`config.mk`:
```
export PLATFORM = sky130hd
export DESIGN_NAME = exc_cause_sel
export DESIGN_NICKNAME = d
export VERILOG_FILES = /design/src/rtl/exc_sel_pkg.sv /design/src/rtl/exc_cause_filter.sv /design/src/rtl/exc_rank_pick.sv /design/src/rtl/exc_cause_sel.sv
export SDC_FILE = /design/constraint.sdc
export NUM_CORES = 1
export LEC_CHECK = 0
export ABC_CLOCK_PERIOD_IN_PS = 1400
export BUFFER_PORTS_ARGS = -buffer_cell sky130_fd_sc_hd__buf_2
export CAP_MARGIN = 15
export CELL_PAD_IN_SITES_DETAIL_PLACEMENT = 0
export CELL_PAD_IN_SITES_GLOBAL_PLACEMENT = 1
export CORE_MARGIN = 4
export CORE_UTILIZATION = 21
export CTS_CLUSTER_DIAMETER = 60
export DETAILED_ROUTE_END_ITERATION = 6
export PLACE_DENSITY_LB_ADDON = 0.1
export SYNTH_ARGS = -nofsm -noshare
export SYNTH_HDL_FRONTEND = slang
export SYNTH_SLANG_ARGS = --single-unit
```
`constraint.sdc`:
```
create_clock -name clk -period 1.4 [get_ports clk]
set_clock_uncertainty 0.1 [all_clocks]
set_input_delay 0.14 -clock clk [delete_from_list [all_inputs] [get_ports clk]]
set_output_delay 0.14 -clock clk [all_outputs]
set_load 0.1 [all_outputs]
```
`src/rtl/exc_sel_pkg.sv`:
```
package exc_sel_pkg;

    localparam int EXC_W    = 16;
    localparam int CAUSE_W  = $clog2(EXC_W);
    localparam int NUM_RANK = 14;

    typedef logic [EXC_W-1:0]   exc_vec_t;
    typedef logic [CAUSE_W-1:0] cause_t;

    typedef struct packed {
        logic   valid;
        logic   has;
        cause_t cause;
    } sel_out_t;

    // Rank 0 is the highest priority.
    function automatic cause_t rank_to_cause(input int r);
        cause_t c;
        case (r)
            0:       c = 4'd3;   // breakpoint
            1:       c = 4'd12;  // fetch page fault
            2:       c = 4'd1;   // fetch access fault
            3:       c = 4'd2;   // illegal instruction
            4:       c = 4'd0;   // fetch misaligned
            5:       c = 4'd11;  // environment call, M
            6:       c = 4'd9;   // environment call, S
            7:       c = 4'd8;   // environment call, U
            8:       c = 4'd6;   // store misaligned
            9:       c = 4'd4;   // load misaligned
            10:      c = 4'd15;  // store page fault
            11:      c = 4'd13;  // load page fault
            12:      c = 4'd7;   // store access fault
            default: c = 4'd5;   // load access fault
        endcase
        return c;
    endfunction

    // Every ranked cause is admitted; the unranked (reserved) codes are not.
    function automatic exc_vec_t full_keep();
        exc_vec_t k;
        k = '0;
        for (int r = 0; r < NUM_RANK; r++) k[rank_to_cause(r)] = 1'b1;
        return k;
    endfunction

    function automatic exc_vec_t fetch_keep();
        exc_vec_t k;
        k = '0;
        k[0]  = 1'b1;
        k[1]  = 1'b1;
        k[2]  = 1'b1;
        k[12] = 1'b1;
        return k;
    endfunction

endpackage

```
`src/rtl/exc_cause_filter.sv`:
```
module exc_cause_filter
    import exc_sel_pkg::*;
(
    input  logic     sel_frontend,
    input  exc_vec_t raw_vec,
    input  exc_vec_t unit_mask,
    output exc_vec_t kept_vec
);
    localparam exc_vec_t FULL_KEEP  = full_keep();
    localparam exc_vec_t FETCH_KEEP = fetch_keep();

    exc_vec_t scope_keep;

    always_comb begin
        scope_keep = sel_frontend ? FETCH_KEEP : FULL_KEEP;
        kept_vec   = raw_vec & scope_keep & unit_mask;
    end
endmodule

```
`src/rtl/exc_rank_pick.sv`:
```
module exc_rank_pick
    import exc_sel_pkg::*;
(
    input  exc_vec_t kept_vec,
    output logic     any_hit,
    output cause_t   win_cause
);
    logic [NUM_RANK-1:0] rank_hit;

    for (genvar r = 0; r < NUM_RANK; r++) begin : g_rank
        assign rank_hit[r] = kept_vec[rank_to_cause(r)];
    end

    always_comb begin
        any_hit   = |rank_hit;
        win_cause = '0;
        for (int r = NUM_RANK - 1; r >= 0; r--) begin
            if (rank_hit[r]) win_cause = rank_to_cause(r);
        end
    end
endmodule

```
`src/rtl/exc_cause_sel.sv`:
```
module exc_cause_sel
    import exc_sel_pkg::*;
(
    input  logic        clk,
    input  logic        rst,
    input  logic        in_valid,
    input  logic [15:0] exc_vec,
    input  logic        sel_frontend,
    input  logic [15:0] unit_mask,
    output logic        out_valid,
    output logic        has_exc,
    output logic [3:0]  cause
);
    exc_vec_t kept_vec;
    logic     any_hit;
    cause_t   win_cause;
    sel_out_t out_d, out_q;

    exc_cause_filter u_filter (
        .sel_frontend (sel_frontend),
        .raw_vec      (exc_vec),
        .unit_mask    (unit_mask),
        .kept_vec     (kept_vec)
    );

    exc_rank_pick u_pick (
        .kept_vec  (kept_vec),
        .any_hit   (any_hit),
        .win_cause (win_cause)
    );

    always_comb begin
        out_d.valid = in_valid;
        out_d.has   = in_valid & any_hit;
        out_d.cause = (in_valid & any_hit) ? win_cause : '0;
    end

    always_ff @(posedge clk) begin
        if (rst) out_q <= '0;
        else     out_q <= out_d;
    end

    assign out_valid = out_q.valid;
    assign has_exc   = out_q.has;
    assign cause     = out_q.cause;

    p_valid_follow_r2: assert property (@(posedge clk) disable iff (rst)
        in_valid |=> out_valid);
    p_valid_drop_r2: assert property (@(posedge clk) disable iff (rst)
        !in_valid |=> (!out_valid && !has_exc));
    p_zero_cause_r3: assert property (@(posedge clk) disable iff (rst)
        !has_exc |-> (cause == 4'd0));
    p_no_reserved_r5: assert property (@(posedge clk) disable iff (rst)
        has_exc |-> (cause != 4'd10 && cause != 4'd14));
    p_fetch_scope_r4: assert property (@(posedge clk) disable iff (rst)
        (in_valid && sel_frontend) |=>
            (!has_exc || cause == 4'd0 || cause == 4'd1 || cause == 4'd2 || cause == 4'd12));
    p_unit_owned_r6: assert property (@(posedge clk) disable iff (rst)
        in_valid |=> (!has_exc || ((($past(unit_mask) >> cause) & 16'd1) != 16'd0)));
    p_flag_source_r1: assert property (@(posedge clk) disable iff (rst)
        in_valid |=> (!has_exc || ((($past(exc_vec) >> cause) & 16'd1) != 16'd0)));
endmodule

```
Word level (Yosys, flattened, before mapping)
Index checks and enable logic that the tools add are counted.
- multiplexer cells: 15
- reduce and logical (&&, ||, !) cells: 3
- bitwise operators: 4
- operators by type and width (cell ; number):
    2-to-1 mux 4 bit ; 11
    bitwise AND 16 bit ; 2
    2-to-1 mux 16 bit ; 1
    OR reduction 14 bit ; 1
    2-to-1 mux 3 bit ; 2
    OR reduction 3 bit ; 1
    2-to-1 mux 2 bit ; 1
    OR reduction 2 bit ; 1
    bitwise AND 1 bit ; 1
    NOT 1 bit ; 1
- register bits after elaboration: 6
- word-level logic and storage cells: 26
- output and inout bits: 6
- input bits: 36

Logic depth before layout (Yosys ltp)
Gate-level depths: netlist of run 1.
- depth in word-level cells: 17
- depth in mapped cells: 5
- mapped depth without buffers: 4

By module
A second synthesis of run 1 with hierarchy kept.
- cells, all modules: 57
- area, all modules: 501.7 µm²
- by module, submodules not included (module ; instances ; area an instance (µm²) ; seq. area each (µm²) ; cells an instance):
    exc_rank_pick ; 1 ; 195.2 ; 0.0 ; 28
    exc_cause_sel ; 1 ; 175.2 ; 120.1 ; 12
    exc_cause_filter ; 1 ; 131.4 ; 0.0 ; 17

Least setup slack after synthesis of run 1
OpenSTA, ideal clock, no wires.
- path type: input port to flip-flop
- start point: in sel_frontend
- end point: reg out_q (netlist bit cause[1])
- path buffers: 1
- setup time: 0.087 ns
- cell stages on the path: 5
- slack: 0.162 ns
- data arrival time: 1.052 ns
- data required time: 1.213 ns
- path through: buf_6 a21o_1 nand3b_4 a311o_1 a221oi_2
- word-level cells in the longest chain between the ends: 16
- elaborated cells on any way between the ends: 20
- classes of those cells: mux (14); bitwise (4); reduce/logical (2)
- RTL lines (element ; line ; source):
    start, declared ; exc_cause_sel.sv:8 ; input logic sel_frontend,
    2-to-1 mux 16 bit (*) ; exc_cause_filter.sv:15 ; scope_keep = sel_frontend ? FETCH_KEEP : FULL_KEEP;
    bitwise AND 16 bit (*) (2 in a row) ; exc_cause_filter.sv:16 ; kept_vec = raw_vec & scope_keep & unit_mask;
    2-to-1 mux 3 bit ; exc_rank_pick.sv:18 ; if (rank_hit[r]) win_cause = rank_to_cause(r);
    2-to-1 mux 4 bit (11 in a row) ; exc_rank_pick.sv:18 ;
    2-to-1 mux 2 bit ; exc_rank_pick.sv:18 ;
    end signal, assigned ; exc_cause_sel.sv:40 ; else out_q <= out_d;
    end, declared ; exc_cause_sel.sv:17 ; sel_out_t out_d, out_q;
Mark *: on every way between the ends. The rest lies on a longest branch, timed or not.
A chain may end at the register's enable or synchronous reset.

Final worst setup path of run 1
- start point: in exc_vec[0]
- end point: reg out_q (netlist bit cause[0])
- word-level cells in the longest chain between the ends: 7
- elaborated cells on any way between the ends: 11
- classes of those cells: mux (5); bitwise (4); reduce/logical (2)
- RTL lines (element ; line ; source):
    start, declared ; exc_cause_sel.sv:7 ; input logic [15:0] exc_vec,
    bitwise AND 16 bit (*) (2 in a row) ; exc_cause_filter.sv:16 ;
    2-to-1 mux 4 bit (4 in a row) ; exc_rank_pick.sv:18 ;
    2-to-1 mux 2 bit ; exc_rank_pick.sv:18 ;
Marked as above.

==> results.txt, run 1 <==
----------------------------------------------------
[Status]
  Run status ... finished, final reports clean

[Timing]
  Worst Max-Slew Pin Slew ... 490 ps
  Upper clock frequency limit ... around 840 MHz
  Worst-case hold slack ... ~6.7 ps
  Final worst path period share ... 0.854
  Setup repair after global routing missed its margin ... no
  Final-report setup violation count ... 0
  Worst slew margin relative to its limit ... 0.676
  Final setup margin ... 205 ps
  Pins over their slew limit ... 0
  Final hold violation count ... 0
  Clock period minus worst slack ... approximately 1200 ps

[Clock network]
  Clock buffers created by TritonCTS ... 3
  Hold-fix buffer count after cts ... 0
  Buffer cell driving the clock tree root ... sky130_fd_sc_hd__clkbuf_4
  Post-cts resize count ... 0
  Count of clock tree sinks ... 6
  Number of setup buffers added after CTS ... 0
  Worst-path clk slew ... ~40 ps
  TritonCTS clock tree ... built
  H-tree levels ... 1
  Deepest clock path buffer count ... 2

[Pwr]
  Reported net switching power ... approximately 0.18 mW
  P_leak ... 0.355 nW
  Sequential group share of total power ... 0.339
  Combinational share of power ... 0.383
  Switching Share ... 0.341
  Share of power burned in the clock network ... 0.278
  Internal Power ... approximately 0.35 mW
  Power density normalized to cell area ... between 800 and 900 mW/mm2
  Peak supply drop ... 0.000263 V

[Synth]
  Top_reg_cell synth ... sky130_fd_sc_hd__dfxtp_1
  Sequential-to-total area share from yosys stat ... 0.292
  Area share of the largest cell type after synthesis ... 0.292
  Number of synthesized flops with an enable pin ... 0
  Leading post-synthesis cells by cell area ... sky130_fd_sc_hd__dfxtp_1 (29%), sky130_fd_sc_hd__nand2_1 (13%), sky130_fd_sc_hd__a21oi_1 (7.3%)
  Cell types with the highest counts after synthesis ... sky130_fd_sc_hd__nand2_1 (14), sky130_fd_sc_hd__a21oi_1 (6), sky130_fd_sc_hd__dfxtp_1 (6), sky130_fd_sc_hd__nand3_1 (3)
  Cell accounting for the most synthesized area ... sky130_fd_sc_hd__dfxtp_1
  Synthesis Warnings ... 0
  FF+latch count, synth ... 6
  Mean area per synthesized cell ... 7.92 um2
  Post-synthesis cell type count ... 24
  Instance count of the mapped netlist ... 52
  Ys async rst share ... 0
  Cell area after synthesis ... around 410 um2
  Synthesized net count ... 88
  Most used standard cell by instance count after synthesis ... sky130_fd_sc_hd__nand2_1

[Final layout]
  Fill cell instance count of the final layout ... roughly 200
  Area delta synth->final ... 62.6%
  Final Net Count ... roughly 130
  Antenna diode instance count ... 0
  Fraction of final layout cells with drive strength greater than 1 ... 0.505
  Design area ... between 600 and 700 um2

[Critical path]
  Critical path startpoint category ... input pin
  Class of the most critical setup path ... input pin to register
  Largest driver fanout on the critical path ... 3
  Worst setup EP type ... register
  Cell family with the largest share of critical-path delay ... compound AO/OA/AOI/OAI gates
  Delay contributed by the slowest stage of the critical path ... 450 ps
  Data arrival, critical path ... between 1000 and 1500 ps
  Cells along the critical path ... buf_2, a222oi_1, nand3_1, o31ai_2, a21oi_1
  Start point of the critical path ... exc_vec[0]
  WP buf/inv ... 1
  Worst Setup EP ... cause[0]
  Cell type of the slowest stage on the worst timing path ... sky130_fd_sc_hd__a222oi_1
  Critical path depth in cells ... 5
  Required time worst endpoint ... 1410 ps

[Global route]
  GRT Total Usage ... 0.103
  Number of antenna violations at the first check in global routing ... 0
  First-pass GRT wire length ... ~2.1 mm
  Global-route congestion overflow total ... 0
  Vias in the first global route ... 550
  Largest net degree at the start of global routing ... 8

[Detailed routing]
  Routed length per instance ... roughly 11 um
  ANT nets after route ... 0
  Final WL ... ~1.3 mm
  Vias ... about 550
  Iteration-0 DRC Markers ... 10
  Vias per cell ... ~4.5
  DRC viols ... 0
  First-pass detailed-route iteration total ... 4

[Floorplanning]
  Starting utilization of the core area ... 0.231
  Number of placement rows ... 15
  Die height ... between 50 and 60 um
  Top-level port count ... 42
  Core region area ... approximately 0.0018 mm2
  Die boundary width ... roughly 52 um
  Die Area ... around 0.0027 mm2

[Hold path]
  Type of the most critical hold path ... input pin to register

[Placement]
  Port Buffer Count ... 37
  Final weighted congestion in routability-driven placement ... between 0.7 and 0.8
  Dpl cell area ... 647 um2
  Post-placement setup slack ... -25.3 ps

[Run]
  Max-capacitance violation count ... 0

----------------------------------------------------
worst min path at each step:
stage / from / end / slack (ps) / depth (start not counted)
finish: rst / out_valid / 7 / 2
floorplan: rst / out_valid / 140 / 1
detailed placement: rst / out_valid / 260 / 2
global placement: rst / out_valid / 240 / 2
global route: rst / out_valid / 20 / 2
CTS: rst / out_valid / 3 / 2
cells by family (layout without fill, tap and decap cells):
family / after synthesis / count (layout) / synth area share
AOI/OAI and AO/OA: 21 / 21 / 0.395
buffers and inverters: 3 / 46 / 0.0456
DFF: 6 / 6 / 0.292
and+or+nand+nor: 22 / 22 / 0.267
cells in the final DEF (no fill, tap or decap):
cell type                  Yosys  routed
sky130_fd_sc_hd__buf_2         0      37
sky130_fd_sc_hd__nand2_1      14      14
sky130_fd_sc_hd__a21oi_1       6       6
sky130_fd_sc_hd__dfxtp_1       6       6
sky130_fd_sc_hd__buf_4         0       4
sky130_fd_sc_hd__nand3_1       3       3
sky130_fd_sc_hd__clkbuf_4      0       3
sky130_fd_sc_hd__a22oi_1       2       2
sky130_fd_sc_hd__inv_1         2       2
sky130_fd_sc_hd__a22o_1        2       2
sky130_fd_sc_hd__a41oi_1       1       1
sky130_fd_sc_hd__a31oi_1       1       1
sky130_fd_sc_hd__nand3b_1      1       1
sky130_fd_sc_hd__a222oi_1      1       1
sky130_fd_sc_hd__nor2b_1       1       1
sky130_fd_sc_hd__o31ai_2       1       1
sky130_fd_sc_hd__nor2_1        1       1
sky130_fd_sc_hd__a21o_1        1       1
sky130_fd_sc_hd__nand3b_4      1       1
sky130_fd_sc_hd__a311o_1       1       1
sky130_fd_sc_hd__a221oi_2      1       1
sky130_fd_sc_hd__nor3_1        1       1
sky130_fd_sc_hd__o21ai_0       1       1
sky130_fd_sc_hd__a31o_2        1       1
sky130_fd_sc_hd__a211oi_1      1       1
sky130_fd_sc_hd__o311ai_0      1       1
metal layers:
layer,vias to the layer above,share of wire,GRT usage
li1,289,-,-
met1,231,0.38,0.115
met2,25,0.53,0.176
met3,0,0.092,0.0285
met4,0,0,0.0511
met5,-,0,0
power by group through the flow:
| stage | logic, mW | clock network [mW] | registers (mW) |
|---|---|---|---|
| 6_report | 0.205 | 0.149 | 0.182 |
| 3_5_place_dp | 0.207 | 0 | 0.185 |
| 4_1_cts | 0.207 | 0.159 | 0.182 |
| 3_3_place_gp | 0.206 | 0 | 0.184 |
| 5_1_grt | 0.223 | 0.168 | 0.182 |
| 2_1_floorplan | 0.0677 | 0 | 0.246 |
sequential cells by signal (all words and copies together) (netlist names):
name and count:
out_valid 1, cause 4, has_exc 1
through the flow:
step	util	power [mW]	TNS, ps	std cells
2_1_floorplan	-	0.314	0	52
3_3_place_gp	0.363	0.391	-86.3	117
3_5_place_dp	0.363	0.391	-54.6	117
4_1_cts	0.375	0.548	0	120
5_1_grt	0.375	0.573	0	120
6_report	0.375	0.536	0	120
layout make-up:
| type | instances | area [um2] | area share |
|---|---|---|---|
| multi-input cells | 43 | 273 | 0.407 |
| repair buffers | 41 | 215 | 0.321 |
| flip-flops and latches | 6 | 120 | 0.179 |
| well taps | 25 | 31.3 | 0.0467 |
| clock buffers | 3 | 22.5 | 0.0336 |
| inverters | 2 | 7.51 | 0.0112 |
No activity file was read; power rests on OpenSTA's default activity.
==> inputs of run 2 (changes only) <==
--- a/config.mk
+++ b/config.mk
@@ -6,15 +6,16 @@
 export NUM_CORES = 1
 export LEC_CHECK = 0
 export ABC_CLOCK_PERIOD_IN_PS = 1400
-export BUFFER_PORTS_ARGS = -buffer_cell sky130_fd_sc_hd__buf_2
+export BUFFER_PORTS_ARGS = -buffer_cell sky130_fd_sc_hd__buf_4
 export CAP_MARGIN = 15
 export CELL_PAD_IN_SITES_DETAIL_PLACEMENT = 0
 export CELL_PAD_IN_SITES_GLOBAL_PLACEMENT = 1
 export CORE_MARGIN = 4
-export CORE_UTILIZATION = 21
+export CORE_UTILIZATION = 24
 export CTS_CLUSTER_DIAMETER = 60
 export DETAILED_ROUTE_END_ITERATION = 6
 export PLACE_DENSITY_LB_ADDON = 0.1
 export SYNTH_ARGS = -nofsm -noshare
 export SYNTH_HDL_FRONTEND = slang
+export SYNTH_HIERARCHICAL = 1
 export SYNTH_SLANG_ARGS = --single-unit
==> results.txt, run 2 <==
----------------------------------------------------
[Pwr]
  Share of power burned in the clock network ... 0.255 (-0.023)
  Sequential group share of total power ... 0.306 (-0.033)
  Reported net switching power ... 0.193 mW (+5.5%)
  P_leak ... 0.443 nW (+25%)
  Tot Pwr ... 0.597 mW (+11%)
  Switching Share ... 0.323 (-0.0179)
  Internal Power ... 0.404 mW (+14%)
  Power density normalized to cell area ... 692 mW/mm2 (-14%)
  Combinational share of power ... 0.439 (+0.056)
  Peak supply drop ... 0.000294 V (+12%)

[Global route]
  First-pass GRT wire length ... 2.27 mm (+9.3%)
  Most utilized layer in the global route result ... met2
  Global Route met1 Usage ... 0.115 (-0.000779)
  Number of antenna violations at the first check in global routing ... 0 (unchanged)
  Met2 GRT Util ... 0.198 (+0.0226)
  Global-route congestion overflow total ... 0 (unchanged)
  GRT Total Usage ... 0.107 (+0.00443)
  Largest net degree at the start of global routing ... 11 (+3)
  Met3 Use GR ... 0.0197 (-0.00877)
  Vias in the first global route ... 602 (+9.5%)

[Clock network]
  TritonCTS clock tree ... built
  Deepest clock path buffer count ... 2 (unchanged)
  Count of clock tree sinks ... 6 (unchanged)
  Worst-path clk slew ... 40 ps (about the same)
  H-tree levels ... 1 (unchanged)
  Post-cts resize count ... 0 (unchanged)
  Buffer cell driving the clock tree root ... sky130_fd_sc_hd__clkbuf_4
  Clock buffers created by TritonCTS ... 3 (unchanged)

[Placement]
  Inst Count DP ... 121 (+3.4%)
  Final weighted congestion in routability-driven placement ... 0.713 (-5.9%)
  Post-placement setup slack ... -110 ps (-84.3 ps)
  Port Buffer Count ... 37 (unchanged)
  Estimated wirelength of the detail-placed design ... about 1.2 mm
  Dpl cell area ... 830 um2 (+28%)

[Timing]
  Clock period minus worst slack ... 1250 ps (+58.0 ps)
  Setup repair after global routing missed its margin ... no
  Worst slew margin relative to its limit ... 0.753 (+0.0775)
  Total Negative Setup Slacks ... 0 ps (unchanged)
  Final setup margin ... 147 ps (-58.0 ps)
  Final hold violation count ... 0 (unchanged)
  Pins over their slew limit ... 0 (unchanged)
  Upper clock frequency limit ... 798 MHz (-4.6%)
  Worst Max-Slew Pin Slew ... 366 ps (-124 ps)
  Final-report setup violation count ... 0 (unchanged)
  Final worst path period share ... 0.895 (+0.0414)

[Detailed routing]
  First-pass detailed-route iteration total ... 2 (-2)
  Routed length per instance ... 10.9 um (+3.8%)
  Final WL ... 1.36 mm (+8.2%)
  ANT nets after route ... 0 (unchanged)
  Vias per cell ... 4.74 (+4.5%)
  Iteration-0 DRC Markers ... 3 (-7)
  DRC viols ... 0 (unchanged)
  Vias ... 593 (+8.8%)

[Final layout]
  Max FFs per register ... 4 (unchanged)
  Final Net Count ... 138 (+3.8%)
  Fill cell instance count of the final layout ... 198 (-2.0%)
  Fraction of final layout cells with drive strength greater than 1 ... 0.480 (-0.0253)
  Count of non-filler cells in the finished layout ... 125 (+4.2%)
  Most frequent cells in the layout ... sky130_fd_sc_hd__buf_4 (42), sky130_fd_sc_hd__and3b_1 (11), sky130_fd_sc_hd__dfxtp_1 (6)
  Area delta synth->final ... 78.5%
  Antenna diode instance count ... 0 (unchanged)
  Design area ... 862 um2 (+29%)
  Most common cell after layout, fill and taps aside ... sky130_fd_sc_hd__buf_4

[Synth]
  Mean area per synthesized cell ... 8.94 um2 (+13%)
  Cell area after synthesis ... 483 um2 (+17%)
  Synthesized net count ... 90 (+2.3%)
  Synthesis Warnings ... 6 (+6)
  Instance count of the mapped netlist ... 54 (+3.8%)

[Critical path]
  Largest driver fanout on the critical path ... 10 (+7)
  Data arrival, critical path ... 1280 ps (+80 ps)
  Critical path startpoint category ... input pin
  Required time worst endpoint ... 1430 ps (+20 ps)
  Class of the most critical setup path ... input pin to register
  Worst setup EP type ... register

[Floorplanning]
  Die Area ... 0.00279 mm2 (+2.3%)
  Die boundary width ... 52.9 um (+1.1%)
  Starting utilization of the core area ... 0.265 (+0.0344)
  Top-level port count ... 42 (unchanged)
  Die height ... 52.9 um (+1.1%)
  Core region area ... 0.00182 mm2 (+2.1%)
  Number of placement rows ... 15 (unchanged)

[Hold path]
  Type of the most critical hold path ... input pin to register

[Status]
  Run status ... finished, final reports clean

[Run]
  Max-capacitance violation count ... 0 (unchanged)

----------------------------------------------------
[run 2: layout make-up]
type / count / area, um2 / share of cell area
clock buffer: 3 / 22.5 / 0.0261
inverter: 1 / 3.75 / 0.00435
multi-input combinational: 47 / 359 / 0.417
sequential: 6 / 120 / 0.139
tap: 25 / 31.3 / 0.0363
timing repair buffer: 43 / 325 / 0.377
[run 2: stage by stage]
stage / hold WS [ps] / utilization
6_report: 62.0 / 0.474
2_1_floorplan: 112 / -
3_3_place_gp: 242 / 0.456
5_1_grt: 93.8 / 0.474
3_5_place_dp: 248 / 0.456
4_1_cts: 58.0 / 0.474
[run 2: timing repair]
| action | CTS | global route |
|---|---|---|
| hold buffers | 1 | 0 |
| setup buffers | 0 | 0 |
| endpoints found under the hold margin | 1 | 0 |
[run 2: worst paths after layout]
kind | slack (ps) | cells past startpoint | to | from
worst min-delay path | 60 | 2 | out_valid | in_valid
worst max-delay path | 150 | 6 | cause[0] | sel_frontend
[run 2: worst max-delay path: stages]
cell and delay, ps:
sky130_fd_sc_hd__buf_4 120, sky130_fd_sc_hd__and3b_1 210, sky130_fd_sc_hd__nor4_4 320, sky130_fd_sc_hd__o41ai_1 120
sky130_fd_sc_hd__a31o_1 220, sky130_fd_sc_hd__and4b_1 160
[run 2: per-layer routing]
metal  wire length, um  vias to the layer above  part of all wire
met3                90                        2             0.066
met5                 0                        -                 0
met4                18                        0             0.013
met1               547                      266              0.40
li1                  -                      306                 -
met2               708                       19              0.52
[run 2: power groups by stage]
| stage | Sequential [mW] | Clock (mW) | Combinational, mW |
|---|---|---|---|
| after floorplan | 0.252 | 0 | 0.0876 |
| after global placement | 0.186 | 0 | 0.261 |
| after detailed placement | 0.186 | 0 | 0.262 |
| after CTS | 0.182 | 0.160 | 0.265 |
| after global routing | 0.183 | 0.169 | 0.284 |
| final | 0.183 | 0.152 | 0.262 |
